`config.mk`:
```
export PLATFORM = sky130hd
export DESIGN_NAME = dch_access_arb
export DESIGN_NICKNAME = d
export VERILOG_FILES = /design/src/rtl/dch_pkg.sv /design/src/rtl/dch_pri_level.sv /design/src/rtl/dch_echo_cnt.sv /design/src/rtl/dch_tx_ctl.sv /design/src/rtl/dch_access_arb.sv
export SDC_FILE = /design/constraint.sdc
export NUM_CORES = 1
export LEC_CHECK = 0
export ABC_AREA = 1
export BUFFER_PORTS_ARGS = -buffer_cell sky130_fd_sc_hd__clkbuf_2
export CORE_AREA = 4 4 41 43
export DETAILED_ROUTE_END_ITERATION = 8
export DIE_AREA = 0 0 45 47
export PLACE_DENSITY = 0.77
export SLEW_MARGIN = 25
export SYNTH_ARGS = -nofsm -noshare
export SYNTH_HDL_FRONTEND = slang
export SYNTH_SLANG_ARGS = --single-unit
```
`constraint.sdc`:
```
create_clock -name clk -period 4.78 [get_ports clk]
set_input_delay 0.478 -clock clk [delete_from_list [all_inputs] [get_ports clk]]
set_output_delay 0.478 -clock clk [all_outputs]
set_load 0.02 [all_outputs]
```
`src/rtl/dch_pkg.sv`:
```
package dch_pkg;
  typedef enum logic {
    TX_WAIT = 1'b0,
    TX_SEND = 1'b1
  } tx_st_e;
endpackage

```
`src/rtl/dch_pri_level.sv`:
```
module dch_pri_level #(
  parameter int BASE_HI = 8,
  parameter int BASE_LO = 10,
  parameter int CNT_W   = 4
) (
  input  logic             clk,
  input  logic             rst,
  input  logic             pri_low,
  input  logic             lvl_drop,
  input  logic             lvl_raise,
  output logic             lvl_hi,
  output logic [CNT_W-1:0] term
);
  localparam logic [CNT_W-1:0] T_HI = CNT_W'(BASE_HI);
  localparam logic [CNT_W-1:0] T_LO = CNT_W'(BASE_LO);

  always_ff @(posedge clk) begin
    if (rst)            lvl_hi <= 1'b1;
    else if (lvl_drop)  lvl_hi <= 1'b0;
    else if (lvl_raise) lvl_hi <= 1'b1;
  end

  always_comb begin
    term = pri_low ? T_LO : T_HI;
    if (!lvl_hi) term = term + CNT_W'(1);
  end
endmodule

```
`src/rtl/dch_echo_cnt.sv`:
```
module dch_echo_cnt #(
  parameter int CNT_W = 4
) (
  input  logic             clk,
  input  logic             rst,
  input  logic             echo_vld,
  input  logic             echo_bit,
  input  logic             clr,
  input  logic [CNT_W-1:0] term,
  output logic             reach
);
  logic [CNT_W-1:0] run_q;
  logic [CNT_W-1:0] run_nxt;

  always_comb begin
    run_nxt = run_q;
    if (echo_vld) begin
      if (!echo_bit)          run_nxt = '0;
      else if (run_q < term)  run_nxt = run_q + CNT_W'(1);
    end
  end

  assign reach = (run_nxt >= term);

  always_ff @(posedge clk) begin
    if (rst || clr) run_q <= '0;
    else            run_q <= run_nxt;
  end
endmodule

```
`src/rtl/dch_tx_ctl.sv`:
```
module dch_tx_ctl
  import dch_pkg::*;
(
  input  logic clk,
  input  logic rst,
  input  logic reach,
  input  logic lvl_hi,
  input  logic echo_vld,
  input  logic echo_bit,
  input  logic tx_dbit,
  input  logic tx_req,
  input  logic tx_eof,
  input  logic frame_pulse,
  input  logic stat_rd,
  output logic cnt_clr,
  output logic lvl_drop,
  output logic lvl_raise,
  output logic grant,
  output logic coll_irq,
  output logic dc_ack,
  output logic abort_pkt
);
  tx_st_e st_q;
  logic   ack_pend_q;
  logic   go, coll, done;

  assign go        = (st_q == TX_WAIT) && tx_req && reach;
  assign coll      = (st_q == TX_SEND) && echo_vld && (echo_bit != tx_dbit);
  assign done      = (st_q == TX_SEND) && tx_eof && !coll;
  assign cnt_clr   = (st_q == TX_SEND) || go;
  assign lvl_drop  = done;
  assign lvl_raise = (st_q == TX_WAIT) && !lvl_hi && reach;
  assign grant     = (st_q == TX_SEND);

  always_ff @(posedge clk) begin
    if (rst) begin
      st_q       <= TX_WAIT;
      abort_pkt  <= 1'b0;
      coll_irq   <= 1'b0;
      dc_ack     <= 1'b0;
      ack_pend_q <= 1'b0;
    end else begin
      abort_pkt <= coll;
      if (go)               st_q <= TX_SEND;
      else if (coll || done) st_q <= TX_WAIT;

      if (coll)         coll_irq <= 1'b1;
      else if (stat_rd) coll_irq <= 1'b0;

      if (go) begin
        dc_ack     <= 1'b1;
        ack_pend_q <= 1'b0;
      end else if (done) begin
        dc_ack     <= 1'b0;
      end else if (coll) begin
        ack_pend_q <= 1'b1;
      end else if (ack_pend_q && frame_pulse) begin
        dc_ack     <= 1'b0;
        ack_pend_q <= 1'b0;
      end
    end
  end
endmodule

```
`src/rtl/dch_access_arb.sv`:
```
module dch_access_arb #(
  parameter int BASE_HI = 8,
  parameter int BASE_LO = 10
) (
  input  logic clk,
  input  logic rst,
  input  logic echo_bit,
  input  logic echo_vld,
  input  logic tx_dbit,
  input  logic pri_low,
  input  logic tx_req,
  input  logic tx_eof,
  input  logic frame_pulse,
  input  logic stat_rd,
  output logic grant,
  output logic coll_irq,
  output logic dc_ack,
  output logic abort_pkt
);
  localparam int MAX_T = (BASE_LO > BASE_HI ? BASE_LO : BASE_HI) + 1;
  localparam int CNT_W = $clog2(MAX_T + 1);

  logic [CNT_W-1:0] term;
  logic lvl_hi, reach, cnt_clr, lvl_drop, lvl_raise;

  dch_pri_level #(.BASE_HI(BASE_HI), .BASE_LO(BASE_LO), .CNT_W(CNT_W)) u_lvl (
    .clk(clk), .rst(rst), .pri_low(pri_low), .lvl_drop(lvl_drop),
    .lvl_raise(lvl_raise), .lvl_hi(lvl_hi), .term(term)
  );

  dch_echo_cnt #(.CNT_W(CNT_W)) u_cnt (
    .clk(clk), .rst(rst), .echo_vld(echo_vld), .echo_bit(echo_bit),
    .clr(cnt_clr), .term(term), .reach(reach)
  );

  dch_tx_ctl u_ctl (
    .clk(clk), .rst(rst), .reach(reach), .lvl_hi(lvl_hi),
    .echo_vld(echo_vld), .echo_bit(echo_bit), .tx_dbit(tx_dbit),
    .tx_req(tx_req), .tx_eof(tx_eof), .frame_pulse(frame_pulse),
    .stat_rd(stat_rd), .cnt_clr(cnt_clr), .lvl_drop(lvl_drop),
    .lvl_raise(lvl_raise), .grant(grant), .coll_irq(coll_irq),
    .dc_ack(dc_ack), .abort_pkt(abort_pkt)
  );
endmodule

```
# After elaboration in Yosys (flattened, before gate mapping)
# Index checks and enable logic that the tools add are counted.
# totals
register_bits	10
inputBits	10
output_inout_bits	4
elab_cells	53
# classes
add_sub_neg	2
n_lt_le_gt_ge	2
n_eq_ne	2
muxes	16
bitwise_logic	2
reduce_logical	22
# op_table
operator	n
2-to-1 mux 4 bit	4
2-to-1 mux 1 bit	11
logical AND 1 bit	9
adder 4 x 1 -> 4 bit, second input constant	2
nonzero test 2 bit	4
greater-or-equal comparator 4 bit	1
< comparator 4 bit	1
AND reduction 2 bit	2
logical OR 1 bit	3
inequality test 3 x 2 -> 1 bit, second input constant	1
nonzero test 3 bit	1
zero test 1 bit	2
2-to-1 mux 2 bit	1
NOT 1 bit	2
OR reduction 2 bit	1
inequality test 1 bit	1

# Depth between registers and ports, before layout
# depth
depth_word	11
mapped_depth	16
depth_no_buf	16

# Modules after synthesis
# A second synthesis with hierarchy kept.
# unflattened
cells_unflattened	108
hier_area_um2	767.0
# modules_own_cells
mod	instances	cells_per_inst	area_per_inst_um2	seq_area_each_um2
dch_echo_cnt	1	61	437.9	80.1
dch_tx_ctl	1	36	259.0	100.1
dch_pri_level	1	11	70.1	20.0

# Least setup slack after synthesis
# Ideal clock, no wire load.
# synth_timing
kind	input to register
start	input port pri_low
end	register u_cnt.run_q[1]
setup_time_ns	0.064
t_arrival_ns	2.046
t_required_ns	4.716
slack_ns	2.670
stages	16
path_buffers	0
path_cell_list	inv_1 -> ha_1 -> o21ai_1 -> nand2_1 -> nand2_1 -> nand2_1 -> xnor2_1 -> nand2_1 -> ha_1 -> inv_1 -> nand2_1 -> a21oi_1 -> nand2_2 -> nand3_4 -> nand3_4 -> nor2_1
# synth_between
elab_chain_len	11
# synth_lines
element	line	text
start, declared	dch_access_arb.sv:10	input logic pri_low,
2-to-1 mux 2 bit (*)	dch_pri_level.sv:24	term = pri_low ? T_LO : T_HI;
adder 4 x 1 -> 4 bit	dch_pri_level.sv:25	if (!lvl_hi) term = term + CNT_W'(1);
2-to-1 mux 4 bit (*)	dch_pri_level.sv:25	
< comparator 4 bit	dch_echo_cnt.sv:19	else if (run_q < term) run_nxt = run_q + CNT_W'(1);
2-to-1 mux 4 bit	dch_echo_cnt.sv:19	
2-to-1 mux 4 bit	dch_echo_cnt.sv:18	if (!echo_bit) run_nxt = '0;
2-to-1 mux 4 bit	dch_echo_cnt.sv:17	if (echo_vld) begin
greater-or-equal comparator 4 bit	dch_echo_cnt.sv:23	assign reach = (run_nxt >= term);
logical AND 1 bit	dch_tx_ctl.sv:27	assign go = (st_q == TX_WAIT) && tx_req && reach;
logical OR 1 bit	dch_tx_ctl.sv:30	assign cnt_clr = (st_q == TX_SEND) || go;
logical OR 1 bit	dch_echo_cnt.sv:26	if (rst || clr) run_q <= '0;
end signal, assigned	dch_echo_cnt.sv:27	else run_q <= run_nxt;
end, declared	dch_echo_cnt.sv:12	logic [CNT_W-1:0] run_q;
# Every way passes the cells marked *; elsewhere a longest branch is shown, timed or not.
# A chain may end at the register's enable or synchronous reset.

# Worst setup path in the final report
# layout_timing
start	register u_cnt.run_q[1]
end	register u_cnt.run_q[2]
# layout_between
elab_chain_len	8
word_cells_on_any_way	9
cone_classes	add/sub (1); order compare (2); mux (3); reduce/logical (3)
# layout_lines
element	line
adder 4 x 1 -> 4 bit or < comparator 4 bit (tied branches)	dch_echo_cnt.sv:19
2-to-1 mux 4 bit	dch_echo_cnt.sv:19
2-to-1 mux 4 bit	dch_echo_cnt.sv:18
2-to-1 mux 4 bit (*)	dch_echo_cnt.sv:17
greater-or-equal comparator 4 bit	dch_echo_cnt.sv:23
logical AND 1 bit	dch_tx_ctl.sv:27
logical OR 1 bit	dch_tx_ctl.sv:30
logical OR 1 bit	dch_echo_cnt.sv:26
# Marked as above.

==> metrics.cfg <==
[sta]
finalSetupViolCount = 0
fmax_mhz = 448
finalCriticalPeriod_ns = 2.23
fin_skew_ns = 0.00110
holdWs_ns = 0.433
grt_setup_unrepaired = no
slew_violations = 0
worstMarginPinSlew_ns = 0.208
fin_setup_tns_ns = 0
fin_crit_sh = 0.467
max_slew_margin = 0.861
hold_violations = 0

[clock_tree]
cts-buffers-inserted = 3
htreeDepth = 1
hold_buffers = 0
root_buffer = clkbuf_4
cts_resized = 0
cts_sinks = 10
clock_latency_ns = 0.26
postCtsSetupRepairBufs = 0
cts_max_path_buffers = 2
clkTransAtPathRegs_ns = 0.07
cts_tree = yes

[yosys]
ys_types = 17
synth_area_leaders = dfxtp_1 35%, nand2_1 16%, ha_1 8.7%
yosysWarnings = 0
synth_cells = 84
netlist_area_um2 = 576
yosysSeqAreaShare = 0.348
synth_ff_type = dfxtp_1
yosys.area.top_type = dfxtp_1
synth_most_common_cell = nand2_1
synthArstFlopShare = 0
synth_fp_nets = 98
synth_top_cell_area_share = 0.348
synth-edff-count = 0
postSynthAreaPerCell_um2 = 6.85
synth_common_cells = 24 x nand2_1, 13 x inv_1, 13 x nor2_1, 10 x dfxtp_1
ys_ff_latch = 10

[global_routing]
use_met2 = 0.215
grt_first_pass_wirelength_um = 1880
antenna_found_initial = 0
grt_max_degree = 7
grt_usage = 0.122
top_usage_layer = met2
grt_util_met3 = 0.0345
overflow = 0
use_met1 = 0.143
grt_pass1_vias = 513

[setup_path]
r2r.worst_path.cells = 15
crit_path_max_incr_delay_ns = 0.39
crit_path_end_kind = flop
critPathSlowestCell = dfxtp_1
r2r-start = u_cnt.run_q[1]
setup.worst_path.class = reg2reg
critPathLaunchType = flop
crit_path_frequent_cell = nand2_1
cp_max_fo = 4
reg2reg_to = u_cnt.run_q[2]
critical_path_arrival_ns = 2.43
cp-startpoint = u_cnt.run_q[1]
critical_path.endpoint = u_cnt.run_q[2]
crit_chain = ha_1 -> o21ai_1 -> nand2_1 -> nand2_1 -> nand2_1 -> xnor2_1 -> nand2_1 -> ha_1 -> inv_1 -> nand2_1 -> a21oi_1 -> nand2_2 -> nand3_4 -> nand3_4 -> nor2_1
crit_required_ns = 4.98
rrSetupSlack_ns = 2.55

[drt]
vias = 552
drtIter0Drc = 12
drt_pass1_iterations = 4
final_antenna_net_count = 0
routed_via_density = 4.76
wl_per_cell_um = 9.77
route.detailed.drc = 0
drt_wl_total_um = 1130

[run_status]
status = complete, no violations

[die]
die_height_um = 47
core_um2 = 1300
die_area_um2 = 2120
die_w_um = 45
num_rows = 13
initial_core_util = 0.442
pin_count = 14

[placed_design]
place.gp.congestion = 0.807
placed_area_um2 = 659
portBuffers = 13
dp_hpwl_um = 912

[finish]
fin_util = 0.535
drive_above_1_share = 0.218
syn2layout_area_growth_pct = 20.9
postLayoutCellArea_um2 = 696
final_nets = 116
diodes = 0

[pwr]
power_w = 0.000203
p_per_area_nw_per_um2 = 292
leakage_nw = 0.383
vdd_drop_max_v = 0.000167

[hold_path]
hold_path_class = in2reg

[flow_run]
cap_violations = 0

[kinds of logic (layout without fill, tap and decap cells)]
group / Yosys count / count (layout) / synth area share
AOI/OAI and AO/OA: 9 / 9 / 0.0935
xor gates and xnor gates: 1 / 1 / 0.0152
adders and majority gates: 4 / 4 / 0.0870
buffers and inverters: 16 / 33 / 0.104
DFF: 10 / 10 / 0.348
and+or+nand+nor: 44 / 44 / 0.352
[through the flow]
step	cells	setup WS, ns
5_1_grt	116	2.37
6_report	116	2.55
3_5_place_dp	112	2.32
4_1_cts	116	2.52
2_1_floorplan	84	2.67
3_3_place_gp	112	2.41
[layout make-up]
type                       instances  area [µm²]
inverter                          16        60.1
tap                               15        18.8
multi-input combinational         58         315
fill                             138         606
clock buffer                       4        36.3
sequential                        10         200
timing repair buffer              13        65.1
[worst min-delay path by stage]
stage	from	to	slack [ns]	cells after the start
finish	rst	u_ctl.grant	0.43	2
global route	rst	u_ctl.grant	0.45	2
CTS	rst	u_ctl.grant	0.43	2
detailed placement	u_ctl.coll_irq	u_ctl.coll_irq	0.46	2
global placement	u_ctl.coll_irq	u_ctl.coll_irq	0.45	2
floorplan	u_lvl.lvl_hi	u_lvl.lvl_hi	0.50	2
[layout by cell type (no fill, tap or decap)]
cell type / instances
nand3_1: 2
a21oi_1: 4
inv_1: 13
clkinv_1: 1
clkbuf_4: 3
ha_1: 4
clkbuf_8: 1
and3_1: 2
clkbuf_2: 13
o21ai_1: 1
o21a_1: 1
nor2_1: 13
dfxtp_1: 10
nand2_2: 1
inv_2: 2
nand3_4: 2
xnor2_1: 1
o211ai_1: 2
a31oi_1: 1
nand2_1: 24
[flip-flops by register name (all words and copies together), names as in the netlist]
| signal | count |
|---|---|
| u_ctl.ack_pend_q | 1 |
| u_lvl.lvl_hi | 1 |
| u_ctl.grant | 1 |
| u_ctl.dc_ack | 1 |
| u_ctl.abort_pkt | 1 |
| u_cnt.run_q | 4 |
| u_ctl.coll_irq | 1 |
[metal layers]
layer / wire length [µm] / part of all wire
met5: 0 / 0
met4: 12 / 0.011
met1: 505 / 0.45
met2: 544 / 0.48
met3: 70 / 0.062
[where the power goes]
| group | switching (W) | internal (W) | total [W] |
|---|---|---|---|
| registers | 0.00000381 | 0.0000871 | 0.0000909 |
| clock network | 0.0000289 | 0.0000462 | 0.0000751 |
| logic | 0.0000219 | 0.0000151 | 0.0000370 |
[critical path: cells and delay by family (launching register included)]
family	cells	cell delay, ns
simple gates	9	0.75
fa+ha+maj	2	0.53
flops	1	0.39
compound gates	2	0.25
xor+xnor	1	0.19
buf+inv	1	0.05
No activity file was read; power rests on OpenSTA's default activity.
